## src/rtl/tgt_cfg_pkg.sv

```systemverilog
package tgt_cfg_pkg;

  localparam logic [2:0] CLS_IO  = 3'b001;
  localparam logic [2:0] CLS_MEM = 3'b011;
  localparam logic [2:0] CLS_CFG = 3'b101;

  localparam logic [5:0] IDX_IDENT   = 6'd0;
  localparam logic [5:0] IDX_CMDSTAT = 6'd1;
  localparam logic [5:0] IDX_CLASS   = 6'd2;
  localparam logic [5:0] IDX_MBASE   = 6'd4;
  localparam logic [5:0] IDX_IOBASE  = 6'd5;
  localparam logic [5:0] IDX_IRQ     = 6'd15;

  // Even parity bit over a data word and its byte enables.
  function automatic logic even_par(input logic [31:0] d, input logic [3:0] be_n);
    return (^d) ^ (^be_n);
  endfunction

  // Replace the bytes whose active-low enable is 0.
  function automatic logic [31:0] byte_merge(input logic [31:0] old_w,
                                             input logic [31:0] new_w,
                                             input logic [3:0]  be_n);
    logic [31:0] r;
    r = old_w;
    for (int k = 0; k < 4; k++)
      if (!be_n[k]) r[8*k +: 8] = new_w[8*k +: 8];
    return r;
  endfunction

  // Address lies in the naturally aligned window of 2**lg2 bytes at base.
  function automatic logic win_match(input logic [31:0] addr,
                                     input logic [31:0] base,
                                     input int unsigned lg2);
    return ((addr ^ base) >> lg2) == 32'd0;
  endfunction

endpackage

```

## src/rtl/cfg_regfile.sv

```systemverilog
module cfg_regfile
  import tgt_cfg_pkg::*;
#(
  parameter logic [15:0] VENDOR_ID  = 16'hC0DE,
  parameter logic [15:0] DEVICE_ID  = 16'h5A17,
  parameter logic [15:0] STATUS_VAL = 16'h0200,
  parameter logic [23:0] CLASS_CODE = 24'h118000,
  parameter logic [7:0]  REV_ID     = 8'h03,
  parameter logic [7:0]  IRQ_PIN    = 8'h01,
  parameter int unsigned MEM_LG2    = 12,
  parameter int unsigned IO_LG2     = 8
) (
  input  logic        clk,
  input  logic        rst_n,
  input  logic [5:0]  idx,
  input  logic        wr_en,
  input  logic [31:0] wr_data,
  input  logic [3:0]  wr_be_n,
  output logic [31:0] rd_data,
  output logic        mem_en,
  output logic        io_en,
  output logic [31:0] mem_bar,
  output logic [31:0] io_bar
);

  localparam int unsigned MBW = 32 - MEM_LG2;
  localparam int unsigned IBW = 32 - IO_LG2;

  logic [1:0]     cmd_q;
  logic [MBW-1:0] mbase_q;
  logic [IBW-1:0] iobase_q;
  logic [7:0]     irq_line_q;
  logic [31:0]    merged;

  assign mem_en  = cmd_q[1];
  assign io_en   = cmd_q[0];
  assign mem_bar = {mbase_q, {MEM_LG2{1'b0}}};
  assign io_bar  = {iobase_q, {(IO_LG2-1){1'b0}}, 1'b1};

  always_comb begin
    case (idx)
      IDX_IDENT:   rd_data = {DEVICE_ID, VENDOR_ID};
      IDX_CMDSTAT: rd_data = {STATUS_VAL, 14'd0, cmd_q};
      IDX_CLASS:   rd_data = {CLASS_CODE, REV_ID};
      IDX_MBASE:   rd_data = mem_bar;
      IDX_IOBASE:  rd_data = io_bar;
      IDX_IRQ:     rd_data = {16'd0, IRQ_PIN, irq_line_q};
      default:     rd_data = 32'd0;
    endcase
  end

  assign merged = byte_merge(rd_data, wr_data, wr_be_n);

  always_ff @(posedge clk or negedge rst_n) begin
    if (!rst_n) begin
      cmd_q      <= '0;
      mbase_q    <= '0;
      iobase_q   <= '0;
      irq_line_q <= '0;
    end else if (wr_en) begin
      case (idx)
        IDX_CMDSTAT: cmd_q      <= merged[1:0];
        IDX_MBASE:   mbase_q    <= merged[31:MEM_LG2];
        IDX_IOBASE:  iobase_q   <= merged[31:IO_LG2];
        IDX_IRQ:     irq_line_q <= merged[7:0];
        default:     ;
      endcase
    end
  end

endmodule

```

## src/rtl/bar_decode.sv

```systemverilog
module bar_decode
  import tgt_cfg_pkg::*;
#(
  parameter int unsigned MEM_LG2 = 12,
  parameter int unsigned IO_LG2  = 8
) (
  input  logic        clk,
  input  logic        rst_n,
  input  logic        lat_en,
  input  logic [31:0] addr,
  input  logic [3:0]  cmd,
  input  logic        idsel,
  input  logic [31:0] mem_bar,
  input  logic [31:0] io_bar,
  input  logic        mem_en,
  input  logic        io_en,
  output logic        mem_hit,
  output logic        io_hit,
  output logic        cfg_hit,
  output logic [5:0]  cfg_idx,
  output logic        cyc_write
);

  logic mem_match, io_match, mem_d, io_d, cfg_d;

  assign mem_match = win_match(addr, mem_bar, MEM_LG2);
  assign io_match  = win_match(addr, io_bar, IO_LG2);
  assign mem_d = (cmd[3:1] == CLS_MEM) && mem_en && mem_match;
  assign io_d  = (cmd[3:1] == CLS_IO) && io_en && io_match;
  assign cfg_d = (cmd[3:1] == CLS_CFG) && idsel;

  always_ff @(posedge clk or negedge rst_n) begin
    if (!rst_n) begin
      mem_hit   <= 1'b0;
      io_hit    <= 1'b0;
      cfg_hit   <= 1'b0;
      cfg_idx   <= '0;
      cyc_write <= 1'b0;
    end else if (lat_en) begin
      mem_hit   <= mem_d;
      io_hit    <= io_d;
      cfg_hit   <= cfg_d;
      cfg_idx   <= addr[7:2];
      cyc_write <= cmd[0];
    end
  end

endmodule

```

## src/rtl/rdback_parity.sv

```systemverilog
module rdback_parity
  import tgt_cfg_pkg::*;
(
  input  logic        clk,
  input  logic        rst_n,
  input  logic        load,
  input  logic        sel_cfg,
  input  logic [31:0] cfg_data,
  input  logic [31:0] mem_data,
  input  logic [3:0]  be_n,
  output logic [31:0] ad_out,
  output logic [3:0]  be_hold,
  output logic        par_out
);

  logic par_pend;

  always_ff @(posedge clk or negedge rst_n) begin
    if (!rst_n) begin
      ad_out   <= '0;
      be_hold  <= '0;
      par_pend <= 1'b0;
      par_out  <= 1'b0;
    end else begin
      par_pend <= load;
      if (load) begin
        ad_out  <= sel_cfg ? cfg_data : mem_data;
        be_hold <= be_n;
      end
      if (par_pend) par_out <= even_par(ad_out, be_hold);
    end
  end

endmodule

```

## src/rtl/tgt_cfg_decode.sv

```systemverilog
module tgt_cfg_decode
  import tgt_cfg_pkg::*;
#(
  parameter logic [15:0] VENDOR_ID  = 16'hC0DE,
  parameter logic [15:0] DEVICE_ID  = 16'h5A17,
  parameter logic [15:0] STATUS_VAL = 16'h0200,
  parameter logic [23:0] CLASS_CODE = 24'h118000,
  parameter logic [7:0]  REV_ID     = 8'h03,
  parameter logic [7:0]  IRQ_PIN    = 8'h01,
  parameter int unsigned MEM_LG2    = 12,
  parameter int unsigned IO_LG2     = 8
) (
  input  logic        clk,
  input  logic        rst_n,
  input  logic [31:0] ad_in,
  input  logic [3:0]  cbe_n_in,
  input  logic        idsel_in,
  input  logic        addr_phase,
  input  logic        data_phase,
  input  logic [31:0] mem_rdata,
  output logic [31:0] ad_out,
  output logic        par_out,
  output logic        mem_hit,
  output logic        io_hit,
  output logic        cfg_hit
);

  // Input capture: nothing decodes the raw bus lines.
  logic [31:0] ad_q;
  logic [3:0]  cbe_q;
  logic        idsel_q, aph_q, dph_q;

  always_ff @(posedge clk or negedge rst_n) begin
    if (!rst_n) begin
      ad_q    <= '0;
      cbe_q   <= '1;
      idsel_q <= 1'b0;
      aph_q   <= 1'b0;
      dph_q   <= 1'b0;
    end else begin
      ad_q    <= ad_in;
      cbe_q   <= cbe_n_in;
      idsel_q <= idsel_in;
      aph_q   <= addr_phase;
      dph_q   <= data_phase;
    end
  end

  // Named internal events for the checker.
  logic [5:0]  cfg_idx;
  logic        cyc_write, cfg_wr, rd_load;
  logic [31:0] cfg_rdata, mem_bar, io_bar;
  logic        mem_en, io_en;
  logic [3:0]  be_hold;

  assign cfg_wr  = dph_q && cfg_hit && cyc_write;
  assign rd_load = dph_q && !cyc_write;

  cfg_regfile #(
    .VENDOR_ID(VENDOR_ID), .DEVICE_ID(DEVICE_ID), .STATUS_VAL(STATUS_VAL),
    .CLASS_CODE(CLASS_CODE), .REV_ID(REV_ID), .IRQ_PIN(IRQ_PIN),
    .MEM_LG2(MEM_LG2), .IO_LG2(IO_LG2)
  ) u_regs (
    .clk(clk), .rst_n(rst_n), .idx(cfg_idx), .wr_en(cfg_wr),
    .wr_data(ad_q), .wr_be_n(cbe_q), .rd_data(cfg_rdata),
    .mem_en(mem_en), .io_en(io_en), .mem_bar(mem_bar), .io_bar(io_bar)
  );

  bar_decode #(.MEM_LG2(MEM_LG2), .IO_LG2(IO_LG2)) u_dec (
    .clk(clk), .rst_n(rst_n), .lat_en(aph_q), .addr(ad_q), .cmd(cbe_q),
    .idsel(idsel_q), .mem_bar(mem_bar), .io_bar(io_bar),
    .mem_en(mem_en), .io_en(io_en), .mem_hit(mem_hit), .io_hit(io_hit),
    .cfg_hit(cfg_hit), .cfg_idx(cfg_idx), .cyc_write(cyc_write)
  );

  rdback_parity u_rbk (
    .clk(clk), .rst_n(rst_n), .load(rd_load), .sel_cfg(cfg_hit),
    .cfg_data(cfg_rdata), .mem_data(mem_rdata), .be_n(cbe_q),
    .ad_out(ad_out), .be_hold(be_hold), .par_out(par_out)
  );

endmodule

```

## config.mk

```make
export PLATFORM = sky130hd
export DESIGN_NAME = tgt_cfg_decode
export DESIGN_NICKNAME = d
export VERILOG_FILES = /design/src/rtl/tgt_cfg_pkg.sv /design/src/rtl/cfg_regfile.sv /design/src/rtl/bar_decode.sv /design/src/rtl/rdback_parity.sv /design/src/rtl/tgt_cfg_decode.sv
export SDC_FILE = /design/constraint.sdc
export NUM_CORES = 1
export LEC_CHECK = 0
export BUFFER_PORTS_ARGS = -buffer_cell sky130_fd_sc_hd__clkbuf_2
export CORE_UTILIZATION = 61
export CTS_BUF_LIST = sky130_fd_sc_hd__clkbuf_8
export CTS_CLUSTER_SIZE = 14
export DETAILED_ROUTE_END_ITERATION = 6
export PLACE_DENSITY_LB_ADDON = 0.08
export SKIP_LAST_GASP = 1
export SLEW_MARGIN = 10
export SYNTH_ARGS = -nofsm -noshare
export SYNTH_HDL_FRONTEND = slang
export SYNTH_SLANG_ARGS = --single-unit
export TNS_END_PERCENT = 1
```

## constraint.sdc

```tcl
create_clock -name clk -period 4.98 [get_ports clk]
set_clock_uncertainty 0.05 [all_clocks]
set_input_delay 1.245 -clock clk [delete_from_list [all_inputs] [get_ports clk]]
set_output_delay 1.245 -clock clk [all_outputs]
set_load 0.03 [all_outputs]
```

; Word level (Yosys, flattened, before mapping)
; Cells that the tools add are included.
[op_classes]
n_reduce_logical = 18
shift = 0
n_eq_ne = 8
n_div = 0
bitwise = 3
magnitude_cmp = 0
mux = 6
multipliers = 0
addsub = 0
[op_table]
columns = operator, count
row1 = $pmux W32 S6, 1
row2 = $logic_not A32 Y1, 2
row3 = $xor A32 B32 Y32, 2
row4 = $mux W32, 1
row5 = $mux W8, 4
row6 = $reduce_xor A32 Y1, 1
row7 = $eq A6 B3 Y1 const B, 2
row8 = $logic_and A1 B1 Y1, 8
row9 = $reduce_and A2 Y1, 4
row10 = $eq A6 B1 Y1 const B, 1
row11 = $eq A6 B2 Y1 const B, 1
row12 = $eq A6 B4 Y1 const B, 1
row13 = $logic_not A6 Y1, 1
row14 = $reduce_xor A4 Y1, 1
row15 = $eq A3 B1 Y1 const B, 1
row16 = $eq A3 B2 Y1 const B, 1
row17 = $eq A3 B3 Y1 const B, 1
row18 = $logic_not A1 Y1, 1
row19 = $xor A1 B1 Y1, 1
[totals]
in_bits = 73
mem_bits_ro = 0
mem_bits_rw = 0
register_bits = 141
latchBits = 0
elab_cells = 53
n_memories = 0
out_inout_bits = 36

; Longest topological paths before layout
[logic_depth]
ltp_word = 3
ltp_mapped = 7
depth_no_buf = 6

; Cells and area by module
; A second synthesis with hierarchy kept.
[hier_totals]
cells_unflattened = 634
hier_area_um2 = 6974.2
[by_module_without_submodules]
columns = module, seq_area_each_um2, cells_per_inst, instances, area_per_inst_um2
row1 = cfg_regfile, 1351.3, 322, 1, 3128.0
row2 = rdback_parity, 950.9, 186, 1, 1980.6
row3 = tgt_cfg_decode, 980.9, 41, 1, 997.2
row4 = bar_decode, 250.2, 85, 1, 868.3

; Worst setup path before layout
; No wires, ideal clock.
[synth_timing]
kind = reg2reg
from = reg u_rbk.ad_out[8]
to = reg u_rbk.par_out
path_slack_ns = 3.157
synth_period_minus_slack_ns = 1.823
required_ns = 4.807
stages_incl_launch_ff = 7
setup_ns = 0.123
arrival_ns = 1.650
n_path_buf = 0
cell_sequence = dfrtp_1 -> xor2_1 -> xnor2_1 -> xnor2_2 -> xnor3_1 -> xnor2_1 -> a21oi_1
[synth_between]
elab_chain_cells = 2
[synth_rtl]
columns = element, line
row1 = start: declaration, rdback_parity.sv:11  ; output logic [31:0] ad_out,
row2 = start signal: assignment, rdback_parity.sv:27  ; ad_out <= sel_cfg ? cfg_data : mem_data;
row3 = $reduce_xor A32 Y1, tgt_cfg_pkg.sv:16  ; return (^d) ^ (^be_n);
row4 = $xor A1 B1 Y1, tgt_cfg_pkg.sv:16
row5 = end signal: assignment, rdback_parity.sv:30  ; if (par_pend) par_out <= even_par(ad_out, be_hold);
row6 = end: declaration, rdback_parity.sv:13  ; output logic par_out
; No other way between the ends.
; A chain may end at the register's enable or synchronous reset.

; Final worst setup path
[layout_timing]
from = reg u_dec.cfg_hit
to = out cfg_hit
[layout_rtl]
columns = element, line
row1 = start: declaration, bar_decode.sv:19  ; output logic cfg_hit,
row2 = start signal: assignment, bar_decode.sv:42  ; cfg_hit <= cfg_d;
row3 = end: declaration, tgt_cfg_decode.sv:25  ; output logic cfg_hit
; No word-level cell between the ends.

==> metrics.md <==
| Metric | Value |
|---|---|
| Comb power frac | 22.5% |
| DRT iter0 DRCs | 443 |
| Fmax | 326 MHz |
| Worst reg2reg path depth | 3 |
| Total Routed Length | 15,000 µm |
| FP Rows | 37 |
| Post-Synthesis Cells | 621 |
| # setup viols final | 0 |
| Share of cells above drive strength 1 | 23.1% |
| Crit-path max cell delay | 0.98 ns |
| Vias post-DR | 4,821 |
| Critical Path, Cell by Cell | clkbuf_2 |
| Cell taking the most area after synthesis | dfrtp_1 |
| Post-CTS Hold Fix Bufs | 0 |
| Worst Path Buf+Inv | 1 |
| Reg2reg start | u_dec.cfg_hit$_DFFE_PN0P_ |
| Main synth FF type | dfrtp_1 |
| Distinct cells, synth | 44 |
| Initial Util | 63.2% |
| Seq pwr share | 44.1% |
| Fill cells | 761 |
| Via/cell ratio | 5.58 |
| CTS tree | built |
| Commonest non-fill, non-tap cell in the layout | dfrtp_1 |
| # nets final | 788 |
| Die width | 106 µm |
| CP Max Fanout | 50 |
| Post-CTS Setup Bufs | 0 |
| Total CTS buffers | 17 |
| Status | completed |
| CTS root buffer | clkbuf_8 |
| Post-Syn Area | 6550 µm² |
| Unrepaired setup endpoints after global routing | no |
| Critical path arrival | 1.77 ns |
| Power density cells | 397 nW/µm² |
| Grt ovf | 0 |
| Longest Clk Path Bufs | 2 |
| Antenna-violating nets left | 0 |
| Area taken by multi-input logic gates | 2860 µm² |
| CP Class | reg -> out |
| Slowest cell on the critical path | dfrtp_2 |
| Final Core Density | 73.2% |
| Vias in the first global route | 4,520 |
| Lkg Pwr | 3.59 nW |
| Global Route Usage Sum | 29.0% |
| R2R Path End | u_regs.mbase_q[16]$_DFFE_PN0P_ |
| Post-DP HPWL | 10,700 µm |
| Global-route wire length before repair | 23,900 µm |
| WHS Path Cells | 1 |
| Mapped Nets | 694 |
| #FFs+latches synth | 141 |
| Setup crit start kind | register |
| Post-synth ARST share | 100% |
| Internal | 2.13 mW |
| Switching Share | 29.4% |
| Max-slew headroom | 19.2% |
| Final Worst Setup Slack | 1.92 ns |
| Placed insts | 832 |
| Clk Latency, worst-skew pair | 0.44 ns |
| Clock Sink Count | 141 |
| Power share of the clock group | 33.4% |
| Fin crit period | 3.06 ns |
| CTS clk-pin slew, worst paths | 0.08 ns |
| Fin Setup TNS | 0 ns |
| Initial DRT Pass Iterations | 5 |
| Antenna violations before repair | 0 |
| Die Area | 11,200 µm² |
| Register area | 3530 µm² |
| Hold path endpoint | u_rbk.par_out$_DFFE_PN0P_ |
| Psw | 0.885 mW |
| Worst Tran Pin Value | 1.21 ns |
| N_diodes | 0 |
| Wire per inst | 17.4 µm |
| Layout Cells excl Fill | 864 |
| Setup WS pre-CTS | 2.23 ns |
| Max-slew violation count | 0 |
| Hold_sp | u_rbk.par_pend$_DFF_PN0_ |
| H-tree level count | 4 |
| DIE HEIGHT | 106 µm |
| Largest net degree at the start of global routing | 114 |
| I/O Buffers | 108 |
| EDFF count, synth | 0 |
| Top cells by area, synth | dfrtp_1, mux2i_1, xnor2_1, o21ai_0, nand2_1 |
| Post-synth top area share | 52.4% |
| Worst Hold Class | reg -> reg |
| Residual DRC count | 0 |
| Cts repair resizes | 0 |
| # IOs | 109 |
| Avg Cell Area, Syn | 10.5 µm² |
| Most frequent cells in the layout | dfrtp_1, clkbuf_2, nand2_1 |
| Core ar. | 10,400 µm² |
| Max rail drop VDD | 325 µV |
| Area grow syn2layout | 15.8% |
| Flop-to-flop setup slack | 2.16 ns |
| Final hold viol count | 0 |
| Ys Warns | 0 |
| Period utilisation layout | 61.5% |
| CP required | 3.68 ns |
| GPL Wtd Cong | 0.840 |
| Register area share after synthesis | 54.0% |
| Crit path max-delay family | flip-flops |
| Max-cap violations | 0 |
| CP Capture Type | output port |
## cells in the mapped netlist (all sizes together) (3+ instances only)
master	instances
a21oi	19
dfstp	4
inv	5
nor3	3
nand2	92
nor4	8
xnor2	49
nor2b	4
mux2	14
xor2	28
clkbuf	24
nor2	36
dfrtp	137
nand2b	5
nand4	9
buf	11
mux2i	43
a31oi	4
o21ai	77
a21o	18
a211oi	14
## layer usage
layer	global-route usage, %	vias up	wire, µm
li1	-	2323	-
met1	43.6	2328	7150
met2	43.1	160	6850
met3	5.88	10	826
met4	8.23	0	178
met5	0	-	0
## worst max-delay path by stage
stage                                startpoint                        endpoint  slack [ns]  depth (start not counted)
global placement      u_dec.cfg_hit$_DFFE_PN0P_                         cfg_hit        2.41                          1
CTS                   u_dec.cfg_hit$_DFFE_PN0P_                         cfg_hit        1.92                          1
global route          u_dec.cfg_hit$_DFFE_PN0P_                         cfg_hit        1.85                          1
detailed placement    u_dec.cfg_hit$_DFFE_PN0P_  u_regs.mbase_q[16]$_DFFE_PN0P_        2.23                          3
floorplan           u_rbk.ad_out[8]$_DFFE_PN0P_       u_rbk.par_out$_DFFE_PN0P_        3.16                          6
finish                u_dec.cfg_hit$_DFFE_PN0P_                         cfg_hit        1.92                          1
## logic make-up after synthesis
| family | after synthesis | synth area share, % |
|---|---|---|
| and+or+nand+nor | 164 | 11.3 |
| AOI/OAI and AO/OA | 141 | 12.5 |
| xor gates and xnor gates | 78 | 10.8 |
| buffers and inverters | 40 | 2.46 |
| muxes | 57 | 8.98 |
| DFF | 141 | 54.0 |
## through the flow
stage	hold slack, ns	power (mW)	instance area, µm²
after floorplan	0.368	1.84	6550
after global placement	0.377	2.02	7140
after detailed placement	0.381	2.03	7140
after CTS	0.392	3.03	7590
after global routing	0.431	3.15	7590
final	0.389	3.01	7590
## flip-flops by register name (all words and copies together), names as in the netlist, 4 cells and up
register	count
u_regs.iobase_q	24
u_rbk.ad_out	32
ad_q	32
u_regs.mbase_q	20
cbe_q	4
u_rbk.be_hold	4
u_dec.cfg_idx	6
u_regs.irq_line_q	8
## power groups by stage
| stage | logic, mW | clock network [mW] | registers (mW) |
|---|---|---|---|
| finish | 0.677 | 1.01 | 1.33 |
| global route | 0.738 | 1.07 | 1.34 |
| CTS | 0.683 | 1.02 | 1.33 |
| detailed placement | 0.676 | 0 | 1.35 |
| global placement | 0.669 | 0 | 1.35 |
| floorplan | 0.423 | 0 | 1.42 |
## worst register-to-register path, stage by stage (launching register included)
cell and delay [ns]:
dfrtp_2 0.98, and3_1 0.40, nand2_1 0.73, o31ai_1 0.54
## layout make-up
type / count / area share [%]
flip-flops and latches: 141 / 46.6
multi-input cells: 440 / 37.7
repair buffers: 110 / 7.41
clock buffers: 20 / 3.63
well taps: 136 / 2.24
clock inverters: 12 / 2.23
inverters: 5 / 0.247
Power figures use the tool's default switching activity.
